--- src/rtl/adc_fmt_pkg.sv ---
package adc_fmt_pkg;
  typedef enum logic [1:0] {
    LEN_12  = 2'b00,
    LEN_8   = 2'b01,
    LEN_12B = 2'b10,
    LEN_16  = 2'b11
  } len_sel_e;

  typedef struct packed {
    len_sel_e len;
    logic     lsb_first;
    logic     bipolar;
  } fmt_t;
endpackage

--- src/rtl/adc_fmt_sync.sv ---
module adc_fmt_sync #(
  parameter int STAGES  = 2,
  parameter bit RST_VAL = 1'b0
) (
  input  logic clk_i,
  input  logic rst_ni,
  input  logic async_i,
  output logic level_o,
  output logic fall_o
);
  logic [STAGES-1:0] sync_q;
  logic              prev_q;

  always_ff @(posedge clk_i or negedge rst_ni) begin
    if (!rst_ni) begin
      sync_q <= {STAGES{RST_VAL}};
      prev_q <= RST_VAL;
    end else begin
      sync_q <= {sync_q[STAGES-2:0], async_i};
      prev_q <= sync_q[STAGES-1];
    end
  end

  assign level_o = sync_q[STAGES-1];
  assign fall_o  = prev_q & ~level_o;

  AST_FALL_SINGLE: assert property (@(posedge clk_i) disable iff (!rst_ni)
    fall_o |=> !fall_o);
endmodule

--- src/rtl/adc_fmt_frame.sv ---
module adc_fmt_frame
  import adc_fmt_pkg::*;
#(
  parameter int RES_W   = 12,
  parameter int FRAME_W = 16,
  parameter int SHORT_W = 8,
  localparam int PAD_W  = FRAME_W - RES_W,
  localparam int CNT_W  = $clog2(FRAME_W + 1)
) (
  input  logic [RES_W-1:0]   result_i,
  input  fmt_t               fmt_i,
  output logic [FRAME_W-1:0] frame_o
);
  logic [RES_W-1:0]   coded;
  logic [CNT_W-1:0]   nbits;
  logic [FRAME_W-1:0] kept;
  logic [FRAME_W-1:0] rev;

  // signed coding: flip the top bit only
  assign coded = result_i ^ {fmt_i.bipolar, {(RES_W-1){1'b0}}};

  always_comb begin
    unique case (fmt_i.len)
      LEN_8:   nbits = CNT_W'(SHORT_W);
      LEN_16:  nbits = CNT_W'(FRAME_W);
      default: nbits = CNT_W'(RES_W);
    endcase
  end

  // MSB-justified, keep only the top nbits
  assign kept = {coded, {PAD_W{1'b0}}} & ~({FRAME_W{1'b1}} >> nbits);

  for (genvar i = 0; i < FRAME_W; i++) begin : g_rev
    assign rev[i] = kept[FRAME_W-1-i];
  end

  assign frame_o = fmt_i.lsb_first ? (rev << (FRAME_W - int'(nbits))) : kept;
endmodule

--- src/rtl/adc_fmt_shift.sv ---
module adc_fmt_shift #(
  parameter int FRAME_W = 16
) (
  input  logic               clk_i,
  input  logic               rst_ni,
  input  logic               conv_done_i,
  input  logic               load_i,
  input  logic [FRAME_W-1:0] frame_i,
  input  logic               shift_i,
  output logic               data_o
);
  logic [FRAME_W-1:0] sh_q;

  always_ff @(posedge clk_i or negedge rst_ni) begin
    if (!rst_ni)          sh_q <= '0;
    else if (!conv_done_i) sh_q <= '0;
    else if (load_i)       sh_q <= frame_i;
    else if (shift_i)      sh_q <= {sh_q[FRAME_W-2:0], 1'b0};
  end

  assign data_o = sh_q[FRAME_W-1];

  AST_LOAD_FIRST: assert property (@(posedge clk_i) disable iff (!rst_ni)
    (load_i && conv_done_i) |=> data_o == $past(frame_i[FRAME_W-1]));
  AST_BUSY_ZERO: assert property (@(posedge clk_i) disable iff (!rst_ni)
    !conv_done_i |=> !data_o);
  AST_HOLD_IDLE: assert property (@(posedge clk_i) disable iff (!rst_ni)
    (conv_done_i && !load_i && !shift_i) |=> $stable(data_o));
  AST_DRAIN_ZERO: assert property (@(posedge clk_i) disable iff (!rst_ni)
    (conv_done_i && !load_i && shift_i) |=> $countones(sh_q) <= $past($countones(sh_q)));
endmodule

--- src/rtl/adc_serial_fmt.sv ---
module adc_serial_fmt
  import adc_fmt_pkg::*;
#(
  parameter int RES_W       = 12,
  parameter int FRAME_W     = 16,
  parameter int SHORT_W     = 8,
  parameter int SYNC_STAGES = 2
) (
  input  logic             clk_i,
  input  logic             rst_ni,
  input  logic [RES_W-1:0] result_i,
  input  logic             conv_done_i,
  input  logic [1:0]       fmt_len_i,
  input  logic             fmt_lsb_first_i,
  input  logic             fmt_bipolar_i,
  input  logic             cs_ni,
  input  logic             sclk_i,
  output logic             data_o,
  output logic             data_oe_o
);
  localparam int PAD_W = FRAME_W - RES_W;

  fmt_t               fmt;
  logic [FRAME_W-1:0] frame;
  logic               done_q;
  logic               load;
  logic               sclk_lvl, sclk_fall, fall_q;
  logic               cs_lvl, cs_fall;
  logic               shift;

  assign fmt = '{len: len_sel_e'(fmt_len_i), lsb_first: fmt_lsb_first_i,
                 bipolar: fmt_bipolar_i};

  adc_fmt_sync #(.STAGES(SYNC_STAGES), .RST_VAL(1'b0)) u_sclk_sync (
    .clk_i, .rst_ni, .async_i(sclk_i), .level_o(sclk_lvl), .fall_o(sclk_fall)
  );

  adc_fmt_sync #(.STAGES(SYNC_STAGES), .RST_VAL(1'b1)) u_cs_sync (
    .clk_i, .rst_ni, .async_i(cs_ni), .level_o(cs_lvl), .fall_o(cs_fall)
  );

  adc_fmt_frame #(.RES_W(RES_W), .FRAME_W(FRAME_W), .SHORT_W(SHORT_W)) u_frame (
    .result_i, .fmt_i(fmt), .frame_o(frame)
  );

  always_ff @(posedge clk_i or negedge rst_ni) begin
    if (!rst_ni) begin
      done_q <= 1'b1;
      fall_q <= 1'b0;
    end else begin
      done_q <= conv_done_i;
      fall_q <= sclk_fall;
    end
  end

  // capture on end-of-conversion rise; shift one clock after a detected fall
  assign load  = conv_done_i & ~done_q;
  assign shift = fall_q & ~cs_lvl;

  adc_fmt_shift #(.FRAME_W(FRAME_W)) u_shift (
    .clk_i, .rst_ni, .conv_done_i, .load_i(load), .frame_i(frame),
    .shift_i(shift), .data_o
  );

  assign data_oe_o = ~cs_lvl;

  AST_SIGN_FLIP: assert property (@(posedge clk_i) disable iff (!rst_ni)
    (load && !fmt_lsb_first_i) |-> frame[FRAME_W-1] == (result_i[RES_W-1] ^ fmt_bipolar_i));
  AST_PAD_LOW: assert property (@(posedge clk_i) disable iff (!rst_ni)
    (load && !fmt_lsb_first_i && fmt_len_i == 2'b11) |-> frame[PAD_W-1:0] == '0);
  AST_PAD_FIRST: assert property (@(posedge clk_i) disable iff (!rst_ni)
    (load && fmt_lsb_first_i && fmt_len_i == 2'b11) |-> frame[FRAME_W-1 -: PAD_W] == '0);
  AST_CS_HOLD: assert property (@(posedge clk_i) disable iff (!rst_ni)
    (!data_oe_o && conv_done_i && !load) |=> $stable(data_o));
  AST_OE_OPEN: assert property (@(posedge clk_i) disable iff (!rst_ni)
    cs_fall |-> data_oe_o);
endmodule

--- config.mk ---
export PLATFORM = sky130hd
export DESIGN_NAME = adc_serial_fmt
export DESIGN_NICKNAME = d
export VERILOG_FILES = /design/src/rtl/adc_fmt_pkg.sv /design/src/rtl/adc_fmt_sync.sv /design/src/rtl/adc_fmt_frame.sv /design/src/rtl/adc_fmt_shift.sv /design/src/rtl/adc_serial_fmt.sv
export SDC_FILE = /design/constraint.sdc
export NUM_CORES = 1
export LEC_CHECK = 0
export ABC_AREA = 1
export CAP_MARGIN = 20
export CELL_PAD_IN_SITES_DETAIL_PLACEMENT = 1
export CELL_PAD_IN_SITES_GLOBAL_PLACEMENT = 1
export CORE_AREA = 2 2 62 64
export CTS_CLUSTER_DIAMETER = 150
export DETAILED_ROUTE_END_ITERATION = 8
export DIE_AREA = 0 0 64 66
export PLACE_DENSITY_LB_ADDON = 0.1
export SLEW_MARGIN = 20
export SYNTH_ARGS = -nofsm -noshare
export SYNTH_HDL_FRONTEND = slang
export SYNTH_SLANG_ARGS = --single-unit
--- constraint.sdc ---
create_clock -name clk_i -period 2.7 [get_ports clk_i]
set_input_delay 0.54 -clock clk_i [delete_from_list [all_inputs] [get_ports clk_i]]
set_output_delay 0.54 -clock clk_i [all_outputs]
set_load 0.01 [all_outputs]
After elaboration in Yosys (flattened, before gate mapping)
Index checks and enable logic that the tools add are counted.

word-level totals
  register bits = 23
  output and inout port bits = 2
  input port bits = 21

operators by class
  add/sub/neg operators = 1
  mux-type cells = 5
  bitwise gates (word level) = 9
  shift-type cells = 2
  eq/ne operators = 3

operators with widths
  kind                     number
  $mux W16                 4
  $shl A16 B32 Y16         1
  $and A16 B16 Y16         1
  $not A16 Y16             1
  $shr A16 B5 Y16 const A  1
  $xor A12 B12 Y12         1
  $pmux W5 S2              1
  $sub A5 B5 Y6 const A    1
  $and A1 B1 Y1            3
  $ne A3 B1 Y1 const B     1
  $not A1 Y1               3
  $eq A2 B1 Y1 const B     1
  $eq A2 B2 Y1 const B     1

Depth between registers and ports, before layout
Gate-level depths: netlist (run 1).

  depth in word-level cells = 9
  gate-level depth with buffers = 8
  mapped depth without buffers = 8

Cells and area by module
Synthesis (run 1) repeated with hierarchy kept, for this count alone.

second synthesis, totals
  cells, all modules = 230
  area, all modules = 1542.7 sq um

modules (own cells, without submodules)
  module                       cells each  sequential area each (sq um)  instances  area an instance (sq um)
  adc_fmt_shift                121         400.4                         1          877.1
  adc_fmt_frame                92          0.0                           1          416.6
  adc_fmt_sync at u_cs_sync    5           78.8                          1          88.8
  adc_fmt_sync at u_sclk_sync  5           75.1                          1          85.1
  adc_serial_fmt               7           51.3                          1          75.1

Worst setup path after synthesis (run 1)
No wires, ideal clock.

  path type = input-to-reg
  start = input fmt_len_i[0]
  end = register u_shift.sh_q[5]
  setup time = 65 ps
  cell stages on the path = 7
  path slack = 1495 ps
  data required time = 2635 ps
  data arrival time = 1140 ps
  cells stage by stage = buf_6 buf_6 o21ai_0 nand2_1 nand3_1 nand2_1 nand2_1

between the ends
  cells in the longest elaborated chain, start to end = 9
  elaborated cells between the ends (all ways) = 11

ends and longest elaborated chain
  element                                       line                  text
  start: declaration                            adc_serial_fmt.sv:13  input logic [1:0] fmt_len_i,
  $eq A2 B2 Y1 or $eq A2 B1 Y1 (tied branches)  adc_fmt_frame.sv:23   unique case (fmt_i.len)
  $pmux W5 S2 (*)                               adc_fmt_frame.sv:23
  $shr A16 B5 Y16                               adc_fmt_frame.sv:31   assign kept = {coded, {PAD_W{1'b0}}} & ~({FRAME_W{1'b1}} >> nbits);
  $not A16 Y16                                  adc_fmt_frame.sv:31
  $and A16 B16 Y16                              adc_fmt_frame.sv:31
  $shl A16 B32 Y16                              adc_fmt_frame.sv:37   assign frame_o = fmt_i.lsb_first ? (rev << (FRAME_W - int'(nbits))) : kept;
  $mux W16 (*)                                  adc_fmt_frame.sv:37
  $mux W16 (*)                                  adc_fmt_shift.sv:17   else if (load_i) sh_q <= frame_i;
  $mux W16 (*)                                  adc_fmt_shift.sv:16   else if (!conv_done_i) sh_q <= '0;
  end signal: assignment                        adc_fmt_shift.sv:17
  end signal: assignment                        adc_fmt_shift.sv:18   else if (shift_i) sh_q <= {sh_q[FRAME_W-2:0], 1'b0};
  end: declaration                              adc_fmt_shift.sv:12   logic [FRAME_W-1:0] sh_q;

Mark *: on every way between the ends. The rest lies on a longest branch, timed or not.
A chain may end at the register's enable or synchronous reset.

Worst setup path in the final report (run 1)
  start = register u_cs_sync.sync_q[1]
  end = output data_oe_o

between the ends
  cells in the longest elaborated chain, start to end = 1

ends and longest elaborated chain
  element                   line                  text
  start: declaration        adc_fmt_sync.sv:11    logic [STAGES-1:0] sync_q;
  start signal: assignment  adc_fmt_sync.sv:16    sync_q <= {STAGES{RST_VAL}};
  start signal: assignment  adc_fmt_sync.sv:19    sync_q <= {sync_q[STAGES-2:0], async_i};
  $not A1 Y1                -
  end: declaration          adc_serial_fmt.sv:19  output logic data_oe_o

No other way between the ends.

==> results.md, run 1 <==
- Crit-path max FO: 2
- P&R area growth vs syn: 21.5%
- NetSw: 0.198 mW
- Worst slew pin tran: roughly 0.51 ns
- Clk pwr share: 0.221
- Synth Flop Type: dfrtp_1
- Post-DP HPWL: just over 3000 µm
- Antenna violations before repair: 0
- Chip height: roughly 66 µm
- CTS max path bufs: 2
- Synthesized net count: between 200 and 250
- I/O Pins: 23
- Fraction of layout cells with a size suffix above 1: 0.0755
- Combinational share of power: 0.222
- Syn_area_per_cell: 6.93 µm²
- Syn Inst Count: 190
- Worst-Skew Late Latency: around 0.31 ns
- Tmin final: ~1.9 ns
- Ranking of synthesized cells by area: dfrtp_1, nand2_1, nand3_1
- Final setup skew: 0.0107 ns
- Fin nets: about 230
- Setup WS pre-CTS: around 0.52 ns
- RSZ-0062 raised after global routing: no
- Post-synth ARST share: 1.00
- Worst Hold Depth: 0
- Vias in the first global route: around 1400
- Share of the synthesized area in the top cell type: 0.380
- Synth Cell Area: 1320 µm²
- Fmax: between 0.5 and 0.6 GHz
- Cell area after layout: between 1500 and 2000 µm²
- Yosys top cell by area: dfrtp_1
- CTS tree: yes
- PwrDens: 431 nW/µm²
- Synth warn: 0
- Row count: 22
- Startpoint Class: flop
- Seq/Total Area, Yosys: 0.440
- CP Capture Type: output pin
- Status: finished, final reports clean
- Gpl congestion: between 0.9 and 1
- Max Slew Vio Count: 0
- Clk sinks: 23
- Final WS setup: roughly 0.8 ns
- VDD IR max: approximately 280 µV
- PostCTS Resize Cnt: 0
- Via count: between 1000 and 1500
- Setup Fix Bufs, Post-CTS: 0
- Period Utilization, post-route: 0.699
- # Max-Cap Violations: 0
- Total track usage: 0.197
- Placed instance area: about 1600 µm²
- TNS Setup: 0 ns
- Number of enable flip-flop cells after synthesis: 0
- Core ar.: roughly 3600 µm²
- Util after Layout: 0.450
- Die Area: around 4200 µm²
- TritonCTS buffer count: 3
- CTS Hold Bufs: 0
- Final Hold Vio Count: 0
- LEAKAGE: ~0.78 nW
- Largest net degree at the start of global routing: 24
- Iter 0 DRT Violations: about 60
- Worst Path Required: between 2 and 2.5 ns
- Post-synth cell types: 21
- Setup violations, final: 0
- DR DRC count: 0
- Type of the worst setup path: flop to output pin
- Post-Route WL: about 3800 µm
- Internal power: slightly below 0.5 mW
- Worst hold path class: flop to flop
- Register share of total power: 0.557
- Max transition margin: 0.659
- Routed Antenna Nets: 0
- IO Port Bufs: 22
- Worst reg-to-reg path cell count: 6
- Vias per cell: between 5 and 6
- First-pass GRT wire length: between 6000 and 7000 µm
- Clk root buf: clkbuf_4
- CTS H-tree depth: 1
- First-pass iteration count of the detailed router: 4
- Ant diodes: 0
- CP Data Arrival Time: between 1 and 1.5 ns
- Final Hold Slack: approximately 0.36 ns
- Switching Share: 0.287
- Synth Register Bits: 23
- Total gr overflow: 0
- CTS clk-pin slew, worst paths: roughly 0.11 ns
- Initial Util: 0.371
- WL/cell: between 10 and 15 µm
- Die width: about 64 µm
==> per-layer routing <==
| layer | share of wire | GRT usage | vias up | wire length [µm] |
|---|---|---|---|---|
| met5 | 0 | 0 | - | 0 |
| met4 | 0 | 0.0272 | 0 | 0 |
| met3 | 0.036 | 0.0358 | 0 | 136 |
| met2 | 0.49 | 0.322 | 25 | 1860 |
| met1 | 0.47 | 0.277 | 649 | 1790 |
| li1 | - | - | 654 | - |
==> layout by cell type (no fill, tap or decap), types with 2 or more instances in the layout <==
cell	netlist	layout
nand2_1	56	56
nor2_1	26	26
clkdlybuf4s50_1	0	22
nand3_1	20	20
dfrtp_1	20	20
a21oi_1	16	16
inv_1	15	15
o21ai_0	14	14
clkbuf_4	0	3
dfstp_2	3	3
buf_4	0	3
inv_2	2	2
nor2_2	2	2
o21ai_1	2	2
==> state kept, by name, summed over array words and instances (netlist names) <==
register,cells
u_sclk_sync.sync_q,2
fall_q,1
u_sclk_sync.prev_q,1
u_cs_sync.sync_q,2
u_shift.sh_q,16
done_q,1
==> critical path, stage by stage, from the launching register on <==
cell             delay (ns)
dfstp_2                0.53
inv_1                  0.05
clkdlybuf4s50_1        0.47
==> power by group through the flow <==
stage	Clock (mW)	Combinational, mW	Sequential (mW)
floorplan	0	0.0832	0.387
global placement	0	0.150	0.390
detailed placement	0	0.154	0.391
CTS	0.162	0.155	0.385
global route	0.177	0.173	0.388
finish	0.153	0.153	0.384
==> final timing paths <==
kind / to / startpoint / slack [ns]
worst max-delay path: data_oe_o / u_cs_sync.sync_q[1] / 0.81
worst min-delay path: u_cs_sync.sync_q[1] / u_cs_sync.sync_q[0] / 0.36
worst max register to register: u_shift.sh_q[0] / u_cs_sync.sync_q[1] / 0.92
worst min register to register: u_cs_sync.sync_q[1] / u_cs_sync.sync_q[0] / 0.36
max in group asynchronous: u_cs_sync.sync_q[1] / rst_ni / 1.83
min in group asynchronous: u_shift.sh_q[4] / rst_ni / 0.57
==> logic make-up (layout without fill, tap and decap cells) <==
group | Yosys count | count (layout) | synth area share
buf+inv | 25 | 47 | 0.0884
simple gates | 107 | 107 | 0.334
flops | 23 | 23 | 0.440
compound gates | 35 | 35 | 0.138
==> cells in the mapped netlist, types with 2 or more instances <==
master,count
nand2_1,56
nor2_2,2
dfstp_2,3
buf_2,4
o21ai_0,14
nand3_1,20
o21ai_1,2
inv_1,15
a21oi_1,16
nor2_1,26
buf_6,2
dfrtp_1,20
inv_2,2
==> stage by stage <==
| step | total power, mW | std cells |
|---|---|---|
| 2_1_floorplan | 0.470 | 190 |
| 4_1_cts | 0.702 | 260 |
| 3_5_place_dp | 0.545 | 256 |
| 3_3_place_gp | 0.540 | 256 |
| 5_1_grt | 0.737 | 260 |
| 6_report | 0.690 | 260 |
==> final cells by class <==
| type | count | area, µm² |
|---|---|---|
| timing repair buffer | 25 | 243 |
| clock buffer | 4 | 26.3 |
| inverter | 18 | 70.1 |
| tap | 48 | 60.1 |
| sequential | 23 | 579 |
| fill | 462 | 1950 |
| multi-input combinational | 142 | 621 |
Power figures use the tool's default switching activity.
==> inputs of run 2 (changes only) <==
--- a/config.mk
+++ b/config.mk
@@ -9,10 +9,10 @@
 export CAP_MARGIN = 20
 export CELL_PAD_IN_SITES_DETAIL_PLACEMENT = 1
 export CELL_PAD_IN_SITES_GLOBAL_PLACEMENT = 1
-export CORE_AREA = 2 2 62 64
+export CORE_AREA = 2 2 63 65
 export CTS_CLUSTER_DIAMETER = 150
 export DETAILED_ROUTE_END_ITERATION = 8
-export DIE_AREA = 0 0 64 66
+export DIE_AREA = 0 0 65 67
 export PLACE_DENSITY_LB_ADDON = 0.1
 export SLEW_MARGIN = 20
 export SYNTH_ARGS = -nofsm -noshare
==> constraint.sdc (replaced) <==
create_clock -name clk_i -period 1.9 [get_ports clk_i]
set_input_delay 0.38 -clock clk_i [delete_from_list [all_inputs] [get_ports clk_i]]
set_output_delay 0.38 -clock clk_i [all_outputs]
set_load 0.01 [all_outputs]
==> results.md, run 2 (same netlist as run 1, synthesis figures left out) <==
- CTS H-tree depth: 1
- Die Area: around 4400 µm²
- CTS max path bufs: 2
- Type of the worst setup path: flop to output pin
- Max transition margin: 0.757
- Setup violations, final: 0
- Internal power: between 0.7 and 0.8 mW
- Worst path depth: 2
- Startpoint Class: flop
- Total gr overflow: 0
- Die width: between 60 and 70 µm
- Post-DP HPWL: slightly below 3000 µm
- Clk sinks: 23
- Setup Fix Bufs, Post-CTS: 0
- Switching Share: 0.279
- Register area: 579 µm²
- Commonest non-fill, non-tap cell in the layout: nand2_1
- Initial Util: 0.365
- Via count: between 1000 and 1500
- Total track usage: 0.188
- Cell family with most CP delay: flip-flops
- Iter 0 DRT Violations: 54
- Worst slew pin tran: 0.363 ns
- Max Slew Vio Count: 0
- Util after Layout: 0.457
- Combinational share of power: 0.210
- Slowest CP cell: dfstp_2
- Clk root buf: clkbuf_8
- Routed Antenna Nets: 0
- Worst reg-to-reg path cell count: 6
- Post-Route WL: roughly 3800 µm
- CTS clk-pin slew, worst paths: 0.08 ns
- Final Hold Vio Count: 0
- Reg with most FFs: u_shift.sh_q
- Cell area after layout: ~1600 µm²
- Fin nets: about 240
- Multi-input logic area: slightly above 600 µm²
- Status: finished, final reports clean
- PwrDens: around 650 nW/µm²
- Chip height: 67 µm
- Worst Path Required: 1.52 ns
- First-pass GRT wire length: around 6300 µm
- Core ar.: 3610 µm²
- NetSw: between 0.2 and 0.3 mW
- TritonCTS buffer count: 3
- VDD IR max: 459 µV
- Post-Place Cells: 260
- Post-route insts no fill: 264
- RSZ-0062 raised after global routing: no
- IO Port Bufs: 22
- I/O Pins: 23
- Cell chain of the critical path: inv_1 -> clkdlybuf4s50_1
- Most frequent cells in the layout: nand2_1, nor2_1, clkdlybuf4s50_1
- Final setup skew: about 0.0049 ns
- Fill count: between 400 and 500
- Final Hold Slack: between 0.3 and 0.4 ns
- Fraction of layout cells with a size suffix above 1: 0.0926
- Gpl congestion: between 0.8 and 0.9
- Register share of total power: 0.509
- Fmax: roughly 0.60 GHz
- Vias per cell: about 5.0
- DR DRC count: 0
- Worst-Skew Late Latency: 0.26 ns
- Row count: 22
- # Max-Cap Violations: 0
- CTS Hold Bufs: 0
- Slowest stage delay, CP: between 0.5 and 0.6 ns
- CTS tree: yes
- Largest register FFs: 16
- WL/cell: ~14 µm
- Placed instance area: about 1600 µm²
- Tmin final: ~1.7 ns
- CP Data Arrival Time: between 1 and 1.5 ns
- Worst Hold Depth: 0
- First-pass iteration count of the detailed router: 4
- CP Buf/Inv Count: 2
- Vias in the first global route: roughly 1400
- Crit-path max FO: 2
- PostCTS Resize Cnt: 0
- Clk pwr share: 0.281
- CP Capture Type: output pin
- TNS Setup: 0 ns
- Period Utilization, post-route: 0.880
- LEAKAGE: just over 0.8 nW
- Regs by FF count: u_shift.sh_q: 16 flops, u_cs_sync.sync_q: 2 flops, u_sclk_sync.sync_q: 2 flops
- Antenna violations before repair: 0
- Worst hold path class: flop to flop
- P&R area growth vs syn: 25.2%
- Ant diodes: 0
- Largest net degree at the start of global routing: 24
-- run 2: cell types whose count changed in the layout (fill, tap and decap cells not counted), sizes merged --
cell  previous run  this run
buf              3         7
-- run 2: final timing paths --
| check | startpoint | to | slack [ns] |
|---|---|---|---|
| max in group asynchronous | rst_ni | u_cs_sync.sync_q[0] | 1.14 |
| min in group asynchronous | rst_ni | u_shift.sh_q[4] | 0.47 |
| worst min-delay path | u_sclk_sync.sync_q[0] | u_sclk_sync.sync_q[1] | 0.35 |
| worst min register to register | u_sclk_sync.sync_q[0] | u_sclk_sync.sync_q[1] | 0.35 |
| worst max-delay path | u_cs_sync.sync_q[1] | data_oe_o | 0.23 |
| worst max register to register | done_q | u_shift.sh_q[0] | 0.51 |
-- run 2: cell type report --
class,count,area share
tap,48,0.0364
timing repair buffer,29,0.166
multi-input combinational,142,0.377
sequential,23,0.352
clock buffer,4,0.0273
inverter,18,0.0425
-- run 2: through the flow --
step           worst slack (ns)  power, mW
6_report                  0.228       1.07
3_5_place_dp             0.0819      0.780
2_1_floorplan             0.758      0.668
4_1_cts                   0.207       1.09
3_3_place_gp             0.0971      0.772
5_1_grt                   0.174       1.13
-- run 2: metal layers --
metal  up-vias  track usage  part of all wire
met2        19        0.327              0.49
met1       641        0.250              0.48
met4         0       0.0213                 0
met3         0       0.0355             0.031
met5         -            0                 0
li1        659            -                 -
-- run 2: worst reg2reg max path, delay by kind of cell, from the launching register on --
kind / cells / cell delay [ns]
DFF: 1 / 0.53
buffers and inverters: 2 / 0.34
and+or+nand+nor: 3 / 0.33
AOI/OAI and AO/OA: 1 / 0.09
-- run 2: power groups by stage --
stage,Clock [mW],Sequential (mW),Combinational (mW)
5_1_grt,0.327,0.549,0.254
6_report,0.300,0.545,0.225
3_3_place_gp,0,0.553,0.219
2_1_floorplan,0,0.550,0.118
4_1_cts,0.316,0.545,0.227
3_5_place_dp,0,0.554,0.226
==> inputs of run 3 (changes only) <==
--- a/config.mk
+++ b/config.mk
@@ -14,6 +14,7 @@
 export DETAILED_ROUTE_END_ITERATION = 8
 export DIE_AREA = 0 0 65 67
 export PLACE_DENSITY_LB_ADDON = 0.1
+export REMOVE_ABC_BUFFERS = 1
 export SLEW_MARGIN = 20
 export SYNTH_ARGS = -nofsm -noshare
 export SYNTH_HDL_FRONTEND = slang
==> results.md, run 3 (same netlist as run 1, synthesis figures left out) <==
- Status: finished, final reports clean
- CP Buf/Inv Count: 2
- Die width: roughly 65 µm
- Combinational share of power: 0.216
- Clk pwr share: 0.278
- # Max-Cap Violations: 0
- Final Hold Vio Count: 0
- NetSw: between 0.3 and 0.4 mW
- Gpl congestion: between 0.8 and 0.9
- CP Data Arrival Time: between 1 and 1.5 ns
- Internal power: 0.776 mW
- Chip height: 67 µm
- Fmax: approximately 0.6 GHz
- Cell chain of the critical path: inv_1 -> clkdlybuf4s50_1
- Largest register FFs: 16
- Row count: 22
- I/O Pins: 23
- RSZ-0062 raised after global routing: no
- Worst hold path class: flop to flop
- Most frequent cells in the layout: nand2_1, nor2_1, clkdlybuf4s50_1
- CTS clk-pin slew, worst paths: roughly 0.080 ns
- Post-Route WL: ~4000 µm
- Post-DP HPWL: about 3100 µm
- Vias per cell: 5.12
- PostCTS Resize Cnt: 0
- Util after Layout: 0.463
- CTS Hold Bufs: 0
- Regs by FF count: u_shift.sh_q: 16 flops, u_cs_sync.sync_q: 2 flops, u_sclk_sync.sync_q: 2 flops
- Type of the worst setup path: flop to output pin
- Startpoint Class: flop
- Worst-Skew Late Latency: between 0.2 and 0.3 ns
- VDD IR max: 575 µV
- Tmin final: roughly 1.7 ns
- Period Utilization, post-route: 0.886
- First-pass GRT wire length: a little under 7000 µm
- CP Capture Type: output pin
- PwrDens: 646 nW/µm²
- Setup WS pre-CTS: between 0.06 and 0.07 ns
- WL/cell: 15.0 µm
- Final setup skew: between 0.001 and 0.0015 ns
- Slowest stage delay, CP: between 0.5 and 0.6 ns
- Vias in the first global route: around 1400
- Worst Path Required: between 1.5 and 2 ns
- Placed instance area: approximately 1600 µm²
- Max transition margin: 0.785
- Cell family with most CP delay: flip-flops
- CTS H-tree depth: 1
- Worst slew pin tran: approximately 0.32 ns
- Total track usage: 0.206
- Initial Util: 0.365
- Max Slew Vio Count: 0
- Routed Antenna Nets: 0
- Fill count: between 400 and 500
- DR DRC count: 0
- TNS Setup: 0 ns
- Clk root buf: clkbuf_8
- Total gr overflow: 0
- Antenna violations before repair: 0
- Largest net degree at the start of global routing: 24
- Core ar.: around 3600 µm²
- Post-route insts no fill: between 200 and 300
- Setup violations, final: 0
- IO Port Bufs: 22
- Ant diodes: 0
- Cell area after layout: 1670 µm²
- Fraction of layout cells with a size suffix above 1: 0.0968
- Fin nets: 239
- TritonCTS buffer count: 3
- Die Area: around 4400 µm²
- Crit-path max FO: 2
- First-pass iteration count of the detailed router: 4
- CTS tree: yes
- Clk sinks: 23
- LEAKAGE: between 0.8 and 0.9 nW
- Post-Place Cells: 261
- Slowest CP cell: dfstp_2
- Via count: 1358
- Final WS setup: around 0.22 ns
- Setup Fix Bufs, Post-CTS: 0
- CTS max path bufs: 2
- Reg with most FFs: u_shift.sh_q
- Commonest non-fill, non-tap cell in the layout: nand2_1
- Register share of total power: 0.506
- Iter 0 DRT Violations: 39
- Switching Share: 0.279
- P&R area growth vs syn: 26.7%
## run 3: cell count changes in the layout (fill, tap and decap cells not counted), sizes merged
cell	before	now
buf	7	8
## run 3: through the flow
| stage | hold slack, ns | power (mW) |
|---|---|---|
| floorplan | 0.0844 | 0.654 |
| global placement | 0.334 | 0.779 |
| detailed placement | 0.337 | 0.788 |
| CTS | 0.357 | 1.09 |
| global route | 0.368 | 1.14 |
| finish | 0.353 | 1.08 |
## run 3: area by class of cell
class | instances | area [µm²] | area share
Inverter | 18 | 70.1 | 0.0420
Multi-Input combinational cell | 142 | 621 | 0.372
Sequential cell | 23 | 579 | 0.347
Timing Repair Buffer | 30 | 293 | 0.176
Tap cell | 48 | 60.1 | 0.0360
Clock buffer | 4 | 45.0 | 0.0270
## run 3: per-layer routing
layer / vias to the layer above / GRT usage / routed length, µm
met2: 24 / 0.349 / 1950
met4: 0 / 0.0266 / 21
met5: - / 0 / 0
li1: 664 / - / -
met1: 668 / 0.283 / 1880
met3: 2 / 0.0321 / 141
## run 3: worst paths after layout
check / to / slack (ns) / cells after the start / startpoint
min: u_sclk_sync.sync_q[1] / 0.35 / 0 / u_sclk_sync.sync_q[0]
max reg2reg: u_shift.sh_q[4] / 0.53 / 5 / done_q
max in group asynchronous: done_q / 1.13 / 2 / rst_ni
max: data_oe_o / 0.22 / 2 / u_cs_sync.sync_q[1]
min reg2reg: u_sclk_sync.sync_q[1] / 0.35 / 0 / u_sclk_sync.sync_q[0]
min in group asynchronous: u_shift.sh_q[0] / 0.48 / 2 / rst_ni
## run 3: power by group through the flow
stage	registers [mW]	logic [mW]	clock network (mW)
floorplan	0.550	0.104	0
global placement	0.553	0.226	0
detailed placement	0.554	0.234	0
CTS	0.545	0.235	0.311
global route	0.549	0.262	0.329
finish	0.545	0.233	0.299
